`src/rtl/tmr_pkg.sv`:
```
package tmr_pkg;
  localparam int unsigned CODE_W   = 3;
  localparam int unsigned UIE_BIT  = 5;
  localparam int unsigned UF_BIT   = 8;

  typedef enum logic [1:0] {
    REG_RELOAD = 2'd0,
    REG_COUNT  = 2'd1,
    REG_CTRL   = 2'd2,
    REG_CAPT   = 2'd3
  } reg_idx_e;
endpackage

```
`src/rtl/tmr_prescaler.sv`:
```
module tmr_prescaler
  import tmr_pkg::*;
#(
  parameter int unsigned NUM_CODES = 5
) (
  input  logic              clk_i,
  input  logic              rst_ni,
  input  logic              run_i,
  input  logic              restart_i,
  input  logic [CODE_W-1:0] code_i,
  output logic              tick_o
);
  localparam int unsigned DIV_W = 2 * NUM_CODES;
  localparam int unsigned SLOTS = 2 ** CODE_W;

  logic [DIV_W-1:0] div_q;
  logic [SLOTS-1:0] hit;

  for (genvar g = 0; g < SLOTS; g++) begin : g_hit
    if (g < NUM_CODES) begin : g_valid
      assign hit[g] = &div_q[2*g+1:0];
    end else begin : g_rsvd
      assign hit[g] = 1'b0;
    end
  end

  always_ff @(posedge clk_i or negedge rst_ni) begin
    if (!rst_ni)        div_q <= '0;
    else if (restart_i) div_q <= '0;
    else if (run_i)     div_q <= div_q + 1'b1;
  end

  // control writes pause counting for that cycle
  assign tick_o = run_i && !restart_i && hit[code_i];

  assert_no_tick_stopped_R3: assert property (@(posedge clk_i) disable iff (!rst_ni)
    !run_i |-> !tick_o);
  assert_restart_quiet_R10: assert property (@(posedge clk_i) disable iff (!rst_ni)
    restart_i |=> !tick_o);
endmodule

```
`src/rtl/tmr_counter.sv`:
```
module tmr_counter #(
  parameter int unsigned CNT_W = 32
) (
  input  logic             clk_i,
  input  logic             rst_ni,
  input  logic             tick_i,
  input  logic             load_i,
  input  logic [CNT_W-1:0] load_val_i,
  input  logic             reload_we_i,
  input  logic [CNT_W-1:0] reload_val_i,
  output logic [CNT_W-1:0] cnt_o,
  output logic [CNT_W-1:0] reload_o,
  output logic             uf_o
);
  logic [CNT_W-1:0] cnt_q, reload_q;

  assign uf_o = tick_i && !load_i && (cnt_q == '0);

  always_ff @(posedge clk_i or negedge rst_ni) begin
    if (!rst_ni) begin
      cnt_q    <= '1;
      reload_q <= '1;
    end else begin
      if (reload_we_i) reload_q <= reload_val_i;
      if (load_i)      cnt_q <= load_val_i;
      else if (uf_o)   cnt_q <= reload_q;
      else if (tick_i) cnt_q <= cnt_q - 1'b1;
    end
  end

  assign cnt_o    = cnt_q;
  assign reload_o = reload_q;

  assert_hold_R3: assert property (@(posedge clk_i) disable iff (!rst_ni)
    (!tick_i && !load_i) |=> $stable(cnt_q));
  assert_reload_R4: assert property (@(posedge clk_i) disable iff (!rst_ni)
    (tick_i && !load_i && cnt_q == '0) |=> cnt_q == $past(reload_q));
  assert_load_R6: assert property (@(posedge clk_i) disable iff (!rst_ni)
    load_i |=> cnt_q == $past(load_val_i));
endmodule

```
`src/rtl/tmr_ctrl_reg.sv`:
```
module tmr_ctrl_reg
  import tmr_pkg::*;
#(
  parameter int unsigned NUM_CODES = 5,
  parameter int unsigned DATA_W    = 32
) (
  input  logic              clk_i,
  input  logic              rst_ni,
  input  logic              we_i,
  input  logic [DATA_W-1:0] wdata_i,
  input  logic              uf_set_i,
  output logic [CODE_W-1:0] code_o,
  output logic              uie_o,
  output logic              uf_o
);
  logic [CODE_W-1:0] code_q;
  logic              uie_q, uf_q;
  logic [CODE_W-1:0] wcode;

  assign wcode = wdata_i[CODE_W-1:0];

  always_ff @(posedge clk_i or negedge rst_ni) begin
    if (!rst_ni) begin
      code_q <= '0;
      uie_q  <= 1'b0;
      uf_q   <= 1'b0;
    end else begin
      if (we_i) begin
        uie_q <= wdata_i[UIE_BIT];
        if (32'(wcode) < NUM_CODES) code_q <= wcode;
      end
      if (we_i && !wdata_i[UF_BIT]) uf_q <= 1'b0;
      else if (uf_set_i)            uf_q <= 1'b1;
    end
  end

  assign code_o = code_q;
  assign uie_o  = uie_q;
  assign uf_o   = uf_q;

  assert_code_legal_R9: assert property (@(posedge clk_i) disable iff (!rst_ni)
    32'(code_q) < NUM_CODES);
  assert_flag_sticky_R7: assert property (@(posedge clk_i) disable iff (!rst_ni)
    (uf_q && !(we_i && !wdata_i[UF_BIT])) |=> uf_q);
  assert_flag_set_R4: assert property (@(posedge clk_i) disable iff (!rst_ni)
    (uf_set_i && !we_i) |=> uf_q);
endmodule

```
`src/rtl/tmr_channel.sv`:
```
module tmr_channel
  import tmr_pkg::*;
#(
  parameter int unsigned CNT_W     = 32,
  parameter int unsigned NUM_CODES = 5
) (
  input  logic             clk_i,
  input  logic             rst_ni,
  input  logic             run_i,
  input  logic             we_i,
  input  logic [1:0]       idx_i,
  input  logic [CNT_W-1:0] wdata_i,
  output logic [CNT_W-1:0] rdata_o,
  output logic             irq_o
);
  reg_idx_e          idx;
  logic              we_reload, we_count, we_ctrl;
  logic              tick, uf_pulse;
  logic [CODE_W-1:0] code;
  logic              uie, uf;
  logic [CNT_W-1:0]  cnt, reload, ctrl_rd;

  assign idx       = reg_idx_e'(idx_i);
  assign we_reload = we_i && (idx == REG_RELOAD);
  assign we_count  = we_i && (idx == REG_COUNT);
  assign we_ctrl   = we_i && (idx == REG_CTRL);

  tmr_prescaler #(.NUM_CODES(NUM_CODES)) u_presc (
    .clk_i, .rst_ni, .run_i,
    .restart_i (we_ctrl),
    .code_i    (code),
    .tick_o    (tick)
  );

  tmr_counter #(.CNT_W(CNT_W)) u_cnt (
    .clk_i, .rst_ni,
    .tick_i       (tick),
    .load_i       (we_count),
    .load_val_i   (wdata_i),
    .reload_we_i  (we_reload),
    .reload_val_i (wdata_i),
    .cnt_o        (cnt),
    .reload_o     (reload),
    .uf_o         (uf_pulse)
  );

  tmr_ctrl_reg #(.NUM_CODES(NUM_CODES), .DATA_W(CNT_W)) u_ctrl (
    .clk_i, .rst_ni,
    .we_i     (we_ctrl),
    .wdata_i  (wdata_i),
    .uf_set_i (uf_pulse),
    .code_o   (code),
    .uie_o    (uie),
    .uf_o     (uf)
  );

  always_comb begin
    ctrl_rd                = '0;
    ctrl_rd[CODE_W-1:0]    = code;
    ctrl_rd[UIE_BIT]       = uie;
    ctrl_rd[UF_BIT]        = uf;
  end

  always_comb begin
    unique case (idx)
      REG_RELOAD: rdata_o = reload;
      REG_COUNT:  rdata_o = cnt;
      REG_CTRL:   rdata_o = ctrl_rd;
      default:    rdata_o = '0;
    endcase
  end

  assign irq_o = uf && uie;

  assert_irq_needs_enable_R8: assert property (@(posedge clk_i) disable iff (!rst_ni)
    irq_o |-> (ctrl_rd[UIE_BIT] && ctrl_rd[UF_BIT]));
  assert_irq_rises_R8: assert property (@(posedge clk_i) disable iff (!rst_ni)
    (uf_pulse && uie && !we_i) |=> irq_o);
endmodule

```
`config.mk`:
```
export PLATFORM = sky130hd
export DESIGN_NAME = tmr_channel
export DESIGN_NICKNAME = d
export VERILOG_FILES = /design/src/rtl/tmr_pkg.sv /design/src/rtl/tmr_prescaler.sv /design/src/rtl/tmr_counter.sv /design/src/rtl/tmr_ctrl_reg.sv /design/src/rtl/tmr_channel.sv
export SDC_FILE = /design/constraint.sdc
export NUM_CORES = 1
export LEC_CHECK = 0
export BUFFER_PORTS_ARGS = -buffer_cell sky130_fd_sc_hd__buf_2
export CAP_MARGIN = 20
export CORE_AREA = 5 5 90 155
export CTS_CLUSTER_SIZE = 16
export DETAILED_ROUTE_END_ITERATION = 7
export DIE_AREA = 0 0 95 160
export PLACE_DENSITY = 0.7
export SETUP_SLACK_MARGIN = 0.1
export SLEW_MARGIN = 5
export SYNTH_ARGS = -nofsm -noshare
export SYNTH_HDL_FRONTEND = slang
export SYNTH_SLANG_ARGS = --single-unit
```
`constraint.sdc`:
```
create_clock -name clk_i -period 2.9 [get_ports clk_i]
set_clock_uncertainty 0.1 [all_clocks]
set_input_delay 0.145 -clock clk_i [delete_from_list [all_inputs] [get_ports clk_i]]
set_output_delay 0.145 -clock clk_i [all_outputs]
set_load 0.01 [all_outputs]
```
==> results.py, run 1 <==
metrics = {
    "run_status": {
        "status": "complete, no violations",
    },
    "die": {
        "core_area_mm2": 0.0124,
        "die-area_mm2": 0.0152,
        "die_y_um": 160,
        "start_util_pct": 39.3,
        "num_rows": 54,
        "fp.dieW_um": 95,
        "io_pins": 71,
    },
    "cells_and_area": {
        "area_delta_synth_final_pct": 24.6,
        "fin_util_pct": 49.0,
        "regArea_mm2": 0.00206,
        "fillers": 1198,
        "multi_input_area_mm2": 0.00266,
        "nets": 659,
        "final_common_cell": "nor2_1",
        "final_cell_mix": "nor2_1, buf_2, dfstp_2, mux2i_1, a21oi_1",
        "antenna_cells": 0,
        "drive_gt1_share_pct": 33.7,
    },
    "job": {
        "cap_violations": 0,
    },
    "power_and_ir_drop": {
        "seq_power_share_pct": 46.0,
        "power.density_mw_per_mm2": 674,
        "ir_worst_vdd_uv": 274,
        "internal-power_mw": 2.80,
        "p_clk_share_pct": 29.2,
        "total_power_mw": 4.10,
        "power.leakage_nw": 2.51,
        "p_comb_share_pct": 24.8,
        "p_sw_mw": 1.31,
        "sw_frac_of_total_pct": 31.9,
    },
    "critical_path": {
        "reg2reg_depth": 5,
        "endpoint_kind": "flip-flop",
        "crit_required_ns": 3.06,
        "worstPathArrival_ns": 2.80,
        "rrSetupSlack_ns": 0.26,
        "crit_type": "reg2reg",
        "rr_startpoint": "u_cnt.cnt_o[14]",
        "cp_max_fo": 30,
        "start_kind": "flip-flop",
        "r2r_end": "u_cnt.cnt_o[7]",
    },
    "timing": {
        "rsz0062_at_grt": "false",
        "tightest_slew_ns": 0.843,
        "period_needed_ns": 2.64,
        "max_clock_freq_ghz": 0.379,
        "maxSlewHeadroom_pct": 43.8,
        "fin_crit_sh_pct": 91.0,
        "whs_ns": 0.0126,
        "hold_viol_final": 0,
        "slew_violations": 0,
        "setup-violations-final": 0,
        "tns_ns": 0,
    },
    "worst_hold_path": {
        "min_to": "u_cnt.reload_o[0]",
        "holdPathStages": 3,
        "hp-class": "in2reg",
        "min-delay-start": "wdata_i[0]",
    },
    "detailed_routing": {
        "first_pass_iters": 4,
        "drtIter0Drc": 378,
        "ant_nets": 0,
        "num_vias": 4394,
        "drc": 0,
        "routed_wl_um": 13700,
        "viasPerCell": 5.55,
        "wl_per_cell_um": 17.3,
    },
    "global_route": {
        "antenna_found_initial": 0,
        "grt_max_degree": 67,
        "track_usage_pct": 18.8,
        "grt_pass1_wl_um": 22900,
        "grt_overflow": 0,
        "first_global_vias": 4638,
    },
    "clock_network": {
        "worstSkewPairLatency_ns": 0.34,
        "clockBufferDepth": 2,
        "cts-buffers-inserted": 9,
        "cts_tree": "done",
        "cts.sinks": 79,
        "clkSlewWorstSetupHoldPaths_ns": 0.06,
        "cts_root_buffer": "clkbuf_16",
        "htreeDepth": 3,
    },
    "place": {
        "io_buffer_count": 70,
        "dp_hpwl_um": 9720,
        "gp_congestion": 0.876,
    },
    "yosys": {
        "avgSynthCellArea_um2": 9.35,
        "synthesis.area_mm2": 0.00489,
        "ys_async_sr_fraction_pct": 100,
        "ys_seq_elements": 79,
        "synth_area_leaders": "dfstp_2, dfrtp_1, mux2i_1",
        "ys_seq_area_share_pct": 42.1,
        "netlist_instances": 523,
        "ys_warn_count": 0,
        "synth_top_cell_by_area": "dfstp_2",
        "synth-edff-count": 0,
        "ys.flop_type": "dfstp_2",
        "synth.net_count": 563,
        "synth.distinct_cells": 56,
        "synth_top_area_share_pct": 34.4,
    },
}
-- final cells by class --
type / instances / area share [%]
multi-input cells: 400 / 43.7
flip-flops and latches: 79 / 33.8
repair buffers: 123 / 13.6
clock buffers: 10 / 3.76
well taps: 168 / 3.45
clock inverters: 6 / 1.40
inverters: 6 / 0.370
-- synth_stat cells, drive strengths merged, types with 2 or more instances --
master,n
or2,3
o31ai,11
o21ai,15
xnor2,13
o31a,8
a221o,3
or4,7
a31oi,6
o221ai,2
o2111ai,2
or3,7
nor3,16
o211ai,6
nand4,5
a21oi,31
nand2,27
o22ai,8
mux2,30
a2bb2oi,8
nor4,20
buf,9
nand3,8
inv,6
a21boi,3
mux2i,34
o21bai,6
o41ai,3
dfrtp,15
clkbuf,29
nand3b,2
nor2,89
and3b,2
a211oi,2
xor2,7
ha,2
dfstp,64
-- kinds of logic after synthesis --
logic type | after synthesis | share of synthesized area [%]
buffers and inverters | 44 | 3.92
adders and majority gates | 2 | 0.512
muxes | 64 | 13.9
DFF | 79 | 42.1
AOI/OAI and AO/OA | 119 | 16.5
and+or+nand+nor | 195 | 19.6
xor gates and xnor gates | 20 | 3.58
-- state kept, by name (all words and copies together), names as in the netlist --
register and count:
u_ctrl.code_o 3, u_cnt.cnt_o 32, u_ctrl.uie_o 1, u_presc.div_q 10, u_cnt.reload_o 32, u_ctrl.uf_o 1
-- worst max-delay path by stage --
| stage | startpoint | endpoint | slack [ns] |
|---|---|---|---|
| 6_report | u_cnt.cnt_o[14] | u_cnt.cnt_o[7] | 0.26 |
| 5_1_grt | u_cnt.cnt_o[0] | u_cnt.cnt_o[20] | 0.16 |
| 3_3_place_gp | u_cnt.cnt_o[14] | u_cnt.cnt_o[7] | 0.36 |
| 3_5_place_dp | u_cnt.cnt_o[0] | u_cnt.cnt_o[20] | 0.23 |
| 2_1_floorplan | u_cnt.cnt_o[14] | u_cnt.cnt_o[29] | 0.53 |
| 4_1_cts | u_cnt.cnt_o[0] | u_cnt.cnt_o[20] | 0.16 |
-- through the flow --
step                setup WS, ns  instance area, um2  instances
floorplan                  0.526                4890        523
global placement           0.361                5450        744
detailed placement         0.227                5450        744
CTS                        0.155                6060        790
global route               0.155                6090        792
finish                     0.260                6090        792
-- critical path: stages (launching register included) --
cell and delay, ns:
dfstp_2 0.40, or4_4 0.56, or2_1 0.41, or3_4 0.57, a221o_1 0.36, a21oi_1 0.16
-- power groups by stage --
stage	sequential, mW	combinational [mW]	clock (mW)
after CTS	1.88	1.02	1.21
final	1.89	1.02	1.20
after detailed placement	1.90	0.982	0
after global routing	1.94	1.14	1.27
after floorplan	1.75	0.750	0
after global placement	1.87	0.954	0
-- metal layers --
layer  track usage, %  part of all wire, %  wire (um)
met5                0                    0          0
met4             7.75                  2.5        337
met3             3.15                  4.6        627
met2             33.8                   54       7390
met1             21.5                   39       5340
-- what timing repair did --
| item | CTS | global route |
|---|---|---|
| buffers inserted | 0 | 2 |
| endpoints found under the hold margin | 69 | 0 |
| hold buffers | 30 | 0 |
| setup endpoints to repair | 0 | 14 |
| resized for setup | 0 | 2 |
Power figures use the tool's default switching activity.
==> inputs of run 2 (changes only) <==
--- a/config.mk
+++ b/config.mk
@@ -7,11 +7,11 @@
 export LEC_CHECK = 0
 export BUFFER_PORTS_ARGS = -buffer_cell sky130_fd_sc_hd__buf_2
 export CAP_MARGIN = 20
-export CORE_AREA = 5 5 90 155
+export CORE_AREA = 5 5 149 94
 export CTS_CLUSTER_SIZE = 16
 export DETAILED_ROUTE_END_ITERATION = 7
-export DIE_AREA = 0 0 95 160
-export PLACE_DENSITY = 0.7
+export DIE_AREA = 0 0 154 99
+export PLACE_DENSITY = 0.71
 export SETUP_SLACK_MARGIN = 0.1
 export SLEW_MARGIN = 5
 export SYNTH_ARGS = -nofsm -noshare
==> run 2 against run 1 <==
Against the previous run:
- sequential share of layout area grew 0.063 points
- die area increased by 0.30%
- via count is 4.1% higher
- worst hold slack improved by 0.026 ns
- setup slack gained 0.0041 ns
- total power up 1.1%
- combinational power barely moved
- clock power is essentially flat
==> results.py, run 2 (same netlist as run 1, synthesis figures left out) <==
metrics = {
    "cells_and_area": {
        "fillers": 1222,
        "antenna_cells": 0,
        "nets": 655,
        "drive_gt1_share_pct": 32.9,
        "final_cell_mix": "nor2_1, buf_2, dfstp_2, mux2i_1",
        "regArea_mm2": 0.00206,
        "area_delta_synth_final_pct": 24.3,
        "multi_input_area_mm2": 0.00266,
        "final_common_cell": "nor2_1",
    },
    "global_route": {
        "grt_pass1_wl_um": 23500,
        "use_met1_pct": 26.8,
        "global_route.usage.met2_pct": 28.9,
        "top_usage_layer": "met2",
        "first_global_vias": 4515,
        "grt_overflow": 0,
        "grtUsageMet3_pct": 4.91,
        "antenna_found_initial": 0,
        "grt_max_degree": 80,
        "track_usage_pct": 18.9,
    },
    "detailed_routing": {
        "first_pass_iters": 5,
        "num_vias": 4575,
        "ant_nets": 0,
        "routed_wl_um": 14600,
        "viasPerCell": 5.79,
        "drtIter0Drc": 301,
        "drc": 0,
        "wl_per_cell_um": 18.4,
    },
    "critical_path": {
        "cp_max_fo": 15,
        "worstPathArrival_ns": 2.81,
        "crit_type": "reg2reg",
        "endpoint_kind": "flip-flop",
        "crit_required_ns": 3.07,
        "reg2reg_depth": 8,
        "start_kind": "flip-flop",
    },
    "clock_network": {
        "clockBufferDepth": 2,
        "cts.sinks": 79,
        "worstSkewPairLatency_ns": 0.34,
        "cts-buffers-inserted": 9,
        "clkSlewWorstSetupHoldPaths_ns": 0.06,
        "cts_root_buffer": "clkbuf_16",
        "htreeDepth": 3,
        "cts_tree": "done",
    },
    "die": {
        "num_rows": 32,
        "die_y_um": 99,
        "die-area_mm2": 0.0152,
        "core_area_mm2": 0.0125,
        "start_util_pct": 39.1,
        "io_pins": 71,
        "fp.dieW_um": 154,
    },
    "timing": {
        "max_clock_freq_ghz": 0.379,
        "slew_violations": 0,
        "hold_viol_final": 0,
        "maxSlewHeadroom_pct": 57.0,
        "setup-violations-final": 0,
        "rsz0062_at_grt": "false",
        "tns_ns": 0,
        "period_needed_ns": 2.64,
        "fin_crit_sh_pct": 90.9,
        "tightest_slew_ns": 0.639,
    },
    "place": {
        "io_buffer_count": 70,
        "dp_hpwl_um": 9800,
        "gp_congestion": 0.893,
    },
    "run_status": {
        "status": "complete, no violations",
    },
    "power_and_ir_drop": {
        "ir_worst_vdd_uv": 408,
        "power.density_mw_per_mm2": 683,
        "power.leakage_nw": 2.49,
        "total_power_mw": 4.15,
    },
    "worst_hold_path": {
        "holdPathStages": 3,
        "hp-class": "in2reg",
    },
    "job": {
        "cap_violations": 0,
    },
}
## run 2: final cells by class
type                    instances  area share, %
repair buffers                118           13.3
well taps                     170           3.50
clock inverters                 4           1.15
clock buffers                  12           4.06
inverters                       6          0.371
multi-input cells             401           43.7
flip-flops and latches         79           33.8
## run 2: timing repair
item / CTS / global route
buffers inserted: 0 / 2
resized for setup: 0 / 1
hold buffers: 31 / 0
hold endpoints to repair: 74 / 0
endpoints found under the setup margin: 0 / 13
## run 2: metrics by stage
| step | util [%] | cell area, um2 | setup slack [ns] | hold slack, ns | instances |
|---|---|---|---|---|---|
| 2_1_floorplan | - | 4890 | 0.526 | -0.251 | 523 |
| 3_3_place_gp | 43.2 | 5400 | 0.362 | 0.264 | 739 |
| 3_5_place_dp | 43.2 | 5400 | 0.153 | 0.274 | 739 |
| 4_1_cts | 48.2 | 6020 | 0.126 | 0.0249 | 786 |
| 5_1_grt | 48.7 | 6080 | 0.138 | 0.0343 | 790 |
| 6_report | 48.7 | 6080 | 0.265 | 0.0385 | 790 |
## run 2: where the power goes
| group | leakage (nW) | switching (mW) | internal [mW] |
|---|---|---|---|
| Sequential | 0.869 | 0.362 | 1.53 |
| Clock | 0.157 | 0.456 | 0.775 |
| Combinational | 1.46 | 0.517 | 0.506 |
## run 2: worst max-delay path, cell delays in order, from the launching register on
cell and delay [ns]:
dfstp_2 0.39, inv_1 0.08, ha_1 0.25, nor4b_2 0.39
nand4_1 0.14, buf_4 0.18, or3_2 0.68, o221ai_1 0.25
a21oi_1 0.09
## run 2: routing by layer
layer  part of all wire, %  up-vias
met2                    44      166
met3                   7.7       20
met5                     0        -
met4                   1.1        0
li1                      -     2114
met1                    47     2275
## run 2: final timing paths
path                                 endpoint  slack, ns           start
max reg2reg                    u_cnt.cnt_o[4]       0.26  u_cnt.cnt_o[0]
min                            u_cnt.cnt_o[1]       0.04      wdata_i[1]
max                            u_cnt.cnt_o[4]       0.26  u_cnt.cnt_o[0]
max in group asynchronous  u_cnt.reload_o[12]       1.87          rst_ni
min reg2reg                      u_ctrl.uie_o       0.41    u_ctrl.uie_o
min in group asynchronous    u_presc.div_q[7]       0.17          rst_ni
